## config.mk

```make
export PLATFORM = sky130hd
export DESIGN_NAME = gpio_irq_bank
export DESIGN_NICKNAME = d
export VERILOG_FILES = /design/src/rtl/gpio_bank_pkg.sv /design/src/rtl/gpio_cfg_regs.sv /design/src/rtl/gpio_pin_state.sv /design/src/rtl/gpio_irq_detect.sv /design/src/rtl/gpio_irq_bank.sv
export SDC_FILE = /design/constraint.sdc
export NUM_CORES = 1
export LEC_CHECK = 0
export ABC_AREA = 1
export BUFFER_PORTS_ARGS = -buffer_cell sky130_fd_sc_hd__buf_2
export CORE_UTILIZATION = 50
export CTS_CLUSTER_DIAMETER = 50
export DETAILED_ROUTE_END_ITERATION = 8
export GPL_TIMING_DRIVEN = 0
export PLACE_DENSITY = 0.69
export SETUP_SLACK_MARGIN = 0.05
export SLEW_MARGIN = 25
export SYNTH_ARGS = -nofsm -noshare
export SYNTH_HDL_FRONTEND = slang
export SYNTH_SLANG_ARGS = --single-unit
```

## constraint.sdc

```tcl
create_clock -name clk_i -period 2.1 [get_ports clk_i]
set_input_delay 0.42 -clock clk_i [delete_from_list [all_inputs] [get_ports clk_i]]
set_output_delay 0.42 -clock clk_i [all_outputs]
set_load 0.1 [all_outputs]
```

## src/rtl/gpio_bank_pkg.sv

```systemverilog
package gpio_bank_pkg;
  localparam int ADDR_W = 4;

  typedef enum logic [ADDR_W-1:0] {
    REG_VAL  = 4'd0,
    REG_DWR  = 4'd1,
    REG_DIR  = 4'd2,
    REG_IEN  = 4'd3,
    REG_TRG0 = 4'd4,
    REG_TRG1 = 4'd5,
    REG_TRG2 = 4'd6,
    REG_STAT = 4'd7,
    REG_IMSK = 4'd8
  } reg_sel_e;

  // code {t2,t1,t0}; t2 overrides to both-edge
  function automatic logic trig_hit(input logic [2:0] code, input logic cur, input logic prv);
    logic h;
    if (code[2]) h = cur ^ prv;
    else begin
      unique case (code[1:0])
        2'b00:   h = prv & ~cur;
        2'b01:   h = cur & ~prv;
        2'b10:   h = ~cur;
        default: h = cur;
      endcase
    end
    return h;
  endfunction
endpackage

```

## src/rtl/gpio_cfg_regs.sv

```systemverilog
module gpio_cfg_regs
  import gpio_bank_pkg::*;
#(
  parameter int               NPINS   = 32,
  parameter logic [NPINS-1:0] IN_CAP  = '1,
  parameter logic [NPINS-1:0] OUT_CAP = '1
) (
  input  logic              clk_i,
  input  logic              rst_ni,
  input  logic              wr_en_i,
  input  logic [ADDR_W-1:0] addr_i,
  input  logic [NPINS-1:0]  wdata_i,
  output logic [NPINS-1:0]  dir_o,
  output logic [NPINS-1:0]  ien_o,
  output logic [NPINS-1:0]  trg0_o,
  output logic [NPINS-1:0]  trg1_o,
  output logic [NPINS-1:0]  trg2_o,
  output logic [NPINS-1:0]  imsk_o,
  output logic [NPINS-1:0]  dwr_o
);
  logic [NPINS-1:0] dir_q, ien_q, trg0_q, trg1_q, trg2_q, imsk_q, dwr_q;

  always_ff @(posedge clk_i or negedge rst_ni) begin
    if (!rst_ni) begin
      dir_q  <= '0;
      ien_q  <= '0;
      trg0_q <= '0;
      trg1_q <= '0;
      trg2_q <= '0;
      imsk_q <= '0;
      dwr_q  <= '0;
    end else if (wr_en_i) begin
      unique case (addr_i)
        REG_VAL:  dwr_q  <= wdata_i & OUT_CAP;
        REG_DIR:  dir_q  <= (wdata_i | ~IN_CAP) & OUT_CAP;
        REG_IEN:  ien_q  <= wdata_i;
        REG_TRG0: trg0_q <= wdata_i;
        REG_TRG1: trg1_q <= wdata_i;
        REG_TRG2: trg2_q <= wdata_i;
        REG_IMSK: imsk_q <= wdata_i & IN_CAP;
        default: ;
      endcase
    end
  end

  assign dir_o  = dir_q;
  assign ien_o  = ien_q;
  assign trg0_o = trg0_q;
  assign trg1_o = trg1_q;
  assign trg2_o = trg2_q;
  assign imsk_o = imsk_q;
  assign dwr_o  = dwr_q;

  for (genvar i = 0; i < NPINS; i++) begin : g_cap_chk
    if (!IN_CAP[i] && OUT_CAP[i]) begin : g_force_out
      AST_DIR_FORCED_OUT: assert property (@(posedge clk_i) disable iff (!rst_ni)
        (wr_en_i && addr_i == REG_DIR) |=> dir_q[i]);
    end
    if (!OUT_CAP[i]) begin : g_force_in
      AST_DIR_FORCED_IN: assert property (@(posedge clk_i) disable iff (!rst_ni)
        (wr_en_i && addr_i == REG_DIR) |=> !dir_q[i]);
    end
  end
endmodule

```

## src/rtl/gpio_pin_state.sv

```systemverilog
module gpio_pin_state #(
  parameter int               NPINS   = 32,
  parameter logic [NPINS-1:0] OUT_CAP = '1
) (
  input  logic             clk_i,
  input  logic             rst_ni,
  input  logic             data_wr_i,
  input  logic [NPINS-1:0] wdata_i,
  input  logic [NPINS-1:0] dir_i,
  input  logic [NPINS-1:0] imsk_i,
  input  logic [NPINS-1:0] pin_i,
  output logic [NPINS-1:0] val_o,
  output logic [NPINS-1:0] prv_o
);
  logic [NPINS-1:0] val_q, prv_q;

  for (genvar i = 0; i < NPINS; i++) begin : g_pin
    logic nxt;
    always_comb begin
      nxt = val_q[i];
      if (dir_i[i]) begin
        if (data_wr_i) nxt = wdata_i[i] & OUT_CAP[i];
      end else if (!imsk_i[i]) begin
        nxt = pin_i[i];
      end
    end

    always_ff @(posedge clk_i or negedge rst_ni) begin
      if (!rst_ni) begin
        val_q[i] <= 1'b0;
        prv_q[i] <= 1'b0;
      end else begin
        val_q[i] <= nxt;
        prv_q[i] <= val_q[i];
      end
    end

    AST_MASKED_HOLD: assert property (@(posedge clk_i) disable iff (!rst_ni)
      (!dir_i[i] && imsk_i[i]) |=> (val_q[i] == $past(val_q[i])));
    AST_INPUT_FOLLOW: assert property (@(posedge clk_i) disable iff (!rst_ni)
      (!dir_i[i] && !imsk_i[i]) |=> (val_q[i] == $past(pin_i[i])));
    AST_OUT_HOLD: assert property (@(posedge clk_i) disable iff (!rst_ni)
      (dir_i[i] && !data_wr_i) |=> (val_q[i] == $past(val_q[i])));
  end

  assign val_o = val_q;
  assign prv_o = prv_q;
endmodule

```

## src/rtl/gpio_irq_detect.sv

```systemverilog
module gpio_irq_detect
  import gpio_bank_pkg::*;
#(
  parameter int NPINS = 32
) (
  input  logic             clk_i,
  input  logic             rst_ni,
  input  logic             clr_wr_i,
  input  logic [NPINS-1:0] wdata_i,
  input  logic [NPINS-1:0] val_i,
  input  logic [NPINS-1:0] prv_i,
  input  logic [NPINS-1:0] ien_i,
  input  logic [NPINS-1:0] trg0_i,
  input  logic [NPINS-1:0] trg1_i,
  input  logic [NPINS-1:0] trg2_i,
  output logic [NPINS-1:0] stat_o,
  output logic             irq_o
);
  logic [NPINS-1:0] stat_q, hit;

  for (genvar i = 0; i < NPINS; i++) begin : g_trig
    assign hit[i] = ien_i[i] & trig_hit({trg2_i[i], trg1_i[i], trg0_i[i]}, val_i[i], prv_i[i]);

    // new trigger wins over a same-cycle clear
    always_ff @(posedge clk_i or negedge rst_ni) begin
      if (!rst_ni) stat_q[i] <= 1'b0;
      else         stat_q[i] <= (stat_q[i] & ~(clr_wr_i & wdata_i[i])) | hit[i];
    end

    AST_SET_NEEDS_EN: assert property (@(posedge clk_i) disable iff (!rst_ni)
      $rose(stat_q[i]) |-> $past(ien_i[i]));
    AST_STICKY: assert property (@(posedge clk_i) disable iff (!rst_ni)
      (stat_q[i] && !(clr_wr_i && wdata_i[i])) |=> stat_q[i]);
    AST_CLEARED: assert property (@(posedge clk_i) disable iff (!rst_ni)
      (clr_wr_i && wdata_i[i] && !ien_i[i]) |=> !stat_q[i]);
  end

  assign stat_o = stat_q;
  assign irq_o  = |stat_q;
endmodule

```

## src/rtl/gpio_irq_bank.sv

```systemverilog
module gpio_irq_bank
  import gpio_bank_pkg::*;
#(
  parameter int               NPINS   = 32,
  parameter logic [NPINS-1:0] IN_CAP  = 32'hFFFF_FF0F,
  parameter logic [NPINS-1:0] OUT_CAP = 32'h7FFF_FFFF
) (
  input  logic              clk_i,
  input  logic              rst_ni,
  input  logic              wr_en_i,
  input  logic [ADDR_W-1:0] addr_i,
  input  logic [NPINS-1:0]  wdata_i,
  output logic [NPINS-1:0]  rdata_o,
  input  logic [NPINS-1:0]  pin_i,
  output logic [NPINS-1:0]  line_o,
  output logic [NPINS-1:0]  stat_o,
  output logic              irq_o
);
  logic [NPINS-1:0] dir, ien, trg0, trg1, trg2, imsk, dwr, val, prv, stat;
  logic             data_wr, clr_wr;

  assign data_wr = wr_en_i && (addr_i == REG_VAL);
  assign clr_wr  = wr_en_i && (addr_i == REG_STAT);

  gpio_cfg_regs #(.NPINS(NPINS), .IN_CAP(IN_CAP), .OUT_CAP(OUT_CAP)) u_cfg (
    .clk_i, .rst_ni, .wr_en_i, .addr_i, .wdata_i,
    .dir_o(dir), .ien_o(ien), .trg0_o(trg0), .trg1_o(trg1), .trg2_o(trg2),
    .imsk_o(imsk), .dwr_o(dwr)
  );

  gpio_pin_state #(.NPINS(NPINS), .OUT_CAP(OUT_CAP)) u_pins (
    .clk_i, .rst_ni, .data_wr_i(data_wr), .wdata_i,
    .dir_i(dir), .imsk_i(imsk), .pin_i, .val_o(val), .prv_o(prv)
  );

  gpio_irq_detect #(.NPINS(NPINS)) u_irq (
    .clk_i, .rst_ni, .clr_wr_i(clr_wr), .wdata_i,
    .val_i(val), .prv_i(prv), .ien_i(ien),
    .trg0_i(trg0), .trg1_i(trg1), .trg2_i(trg2),
    .stat_o(stat), .irq_o
  );

  always_comb begin
    unique case (addr_i)
      REG_VAL:  rdata_o = val;
      REG_DWR:  rdata_o = dwr;
      REG_DIR:  rdata_o = dir;
      REG_IEN:  rdata_o = ien;
      REG_TRG0: rdata_o = trg0;
      REG_TRG1: rdata_o = trg1;
      REG_TRG2: rdata_o = trg2;
      REG_STAT: rdata_o = stat;
      REG_IMSK: rdata_o = imsk;
      default:  rdata_o = '0;
    endcase
  end

  assign line_o = val;
  assign stat_o = stat;

  AST_IRQ_FALL_ON_CLEAR: assert property (@(posedge clk_i) disable iff (!rst_ni)
    $fell(irq_o) |-> $past(clr_wr));
  AST_LINE_FROM_PIN: assert property (@(posedge clk_i) disable iff (!rst_ni)
    (!$past(dir[0]) && !$past(imsk[0])) |-> (line_o[0] == $past(pin_i[0])));
endmodule

```

==> results.cfg <==
[synth]
synth_area_leaders = dfrtp_1 46%, nand2_1 17%, nand3_1 9.6%
synth_ff_type = dfrtp_1
ys_ff_latch = 311
async_flop_share = 1.00
syn_avg_cell_area_sq_um = 7.58
synth_edf_count = 0
synth_top_cell_by_area = dfrtp_1
synth.most_common_cell = nand2_1
syn_area_sq_um = 16700
synth_top_area_frac = 0.465
syn_nets = 2342
ys_top_cells_by_count = 758 x nand2_1, 322 x nand3_1, 311 x dfrtp_1
seq_area_frac_synth = 0.465
yosysWarnings = 0
synth_cells = 2207
yosysUniqueCellTypes = 22

[setup_path]
reg2reg_depth = 5
r2r-end = u_irq.stat_o[3]
worst-r2r-setup-slack_ps = 540
timing.rr.start = u_pins.val_o[3]
critPathLaunch = u_irq.stat_o[29]
worstPathMaxFanout = 2
crit_required_ps = 1680
worstPathArrival_ps = 1980
cpMaxStageDelayCell = dfrtp_2
end_kind = primary output
worstSetupStartpointType = flop
cp_slowest_stage_delay_ps = 420
worstPathCellList = nor2_4 > nand4_1 > nor2_4 > nand2_2 > buf_12
crit_top_cell = nor2_4
criticalPathCategory = reg2out

[power]
power_leakage_nw = 11.4
peakVddDrop_uv = 1220
p_per_area_nw_per_um2 = 1100

[sta]
setup_viol = 33
final_max_slew_viol_count = 0
finalCriticalPeriod_ps = 2400
setup_ws_ps = -302
fin_crit_sh = 1.14
fmax_mhz = 416
skew_ps = 21.5
max_slew_margin = 0.377
setup-tns-final_ps = -3310
worst_pin_slew_ps = 935
rsz0062_at_grt = yes
finalHoldViolCount = 0
whs_ps = 111

[finish]
fin_util = 0.719
area_delta_synth_final_pct = 40.4
multi_input_area_sq_um = 9380
drive_gt1_frac = 0.293
nNetsFinal = 2629
fillers = 2357
final_area_sq_um = 23500
diodes = 0
regArea_sq_um = 7830

[grt]
antenna_found_initial = 1
grt_pass1_vias = 17000
grtUsageTotal = 0.376
grt_overflow_total = 0
grt_pass1_wl_microns = 96500
grt_start_max_net_pins = 81

[place]
preCtsSetupSlack_ps = -935
place_area_sq_um = 18600
io_buffers = 166
globalplace.congestion = 0.909
dp_hpwl_microns = 39400

[floorplan]
initial_core_util = 0.512
core_sq_um = 32700
die_w_microns = 185
die_h_microns = 185
placementRows = 66
die-area_sq_um = 34200
num_io_pins = 168

[detailed_routing]
drc_errors = 0
post_drt_via_cell_ratio = 6.11
ant_nets = 0
routed_wirelength_microns = 69200
detail_route.first_pass.iterations = 6
num_vias = 18100
wl_per_cell_microns = 23.3
drt_iter0_drc = 2208

[min_path]
holdPathEnd = u_pins.val_o[31]
min_path_cells = 3
min-delay-start = pin_i[31]
hp-class = in2reg

[clock_network]
clockBufferDepth = 3
cts-root-buf = clkbuf_16
h-tree-depth = 2
cts_tree = yes
cts_buffers = 39
clock_latency_ps = 560
path_clk_slew_ps = 60
cts_sinks = 311

[outcome]
violations = setup timing
status = finished, violations left

[flow_run]
max_cap_violations = 0
-- critical path, delay by kind of cell (launching register included) --
family	cells	cell delay (ps)
and+or+nand+nor	4	810
DFF	1	420
buffers and inverters	1	180
-- layer usage --
metal	part of all wire	global-route usage
met5	0.00032	0
met4	0.071	0.211
met3	0.12	0.0934
met2	0.44	0.583
met1	0.37	0.482
-- power breakdown --
part           internal, mW  switching [mW]
clock network          4.33            2.83
registers              7.45            1.87
logic                  2.83            6.65
-- metrics by stage --
step	cells	total power, mW
after floorplan	2207	15.3
after global placement	2815	16.9
after detailed placement	2819	17.2
after CTS	2944	25.1
after global routing	2967	27.1
final	2967	26.0
-- flip-flops by register name, indices dropped and copies added (netlist names) --
| name | count |
|---|---|
| u_cfg.trg2_o | 32 |
| u_pins.val_o | 32 |
| u_pins.prv_o | 32 |
| u_cfg.dwr_o | 31 |
| u_cfg.ien_o | 32 |
| u_cfg.trg1_o | 32 |
| u_cfg.imsk_o | 28 |
| u_cfg.trg0_o | 32 |
| u_cfg.dir_o | 28 |
| u_irq.stat_o | 32 |
-- cells in the final DEF (no fill, tap or decap), drive strengths merged --
master       instances
a21boi              32
a21oi               29
buf                284
bufinv               5
clkbuf             111
clkinv               5
clkinvlp             2
dfrtp              311
dlygate4sd3          1
ha                  64
inv                180
mux2                27
nand2              761
nand3              324
nand4                4
nor2                94
o21ai              264
or2                 27
-- timing repair --
action                     in CTS  in global routing
gates cloned                    9                 14
hold endpoints to repair       45                  0
resized for setup             431                267
buffers inserted               43                 14
hold buffers                    1                  0
setup endpoints to repair      33                 33
pin swaps                      93                129
-- logic make-up (layout without fill, tap and decap cells) --
| group | after synthesis | after routing | synth area share |
|---|---|---|---|
| and+or+nand+nor | 1209 | 1210 | 0.303 |
| muxes | 27 | 27 | 0.0182 |
| adders and majority gates | 64 | 64 | 0.0478 |
| AOI/OAI and AO/OA | 325 | 325 | 0.102 |
| buffers and inverters | 271 | 588 | 0.0638 |
| DFF | 311 | 311 | 0.465 |
-- final cells by class --
type	instances	share of cell area
sequential	311	0.333
clock buffer	54	0.0469
inverter	174	0.0283
buffer	95	0.0464
clock inverter	18	0.0108
timing repair buffer	247	0.112
tap	442	0.0235
multi-input combinational	1626	0.399
-- worst max-delay path by stage --
stage / end / slack, ps / cells after the start
floorplan: rdata_o[5] / -140 / 8
global placement: u_irq.stat_o[13] / -6060 / 1
detailed placement: rdata_o[14] / -940 / 9
CTS: irq_o / -170 / 5
global route: irq_o / -320 / 5
finish: irq_o / -300 / 5
Note: power is estimated with default switching activity, not from simulation.
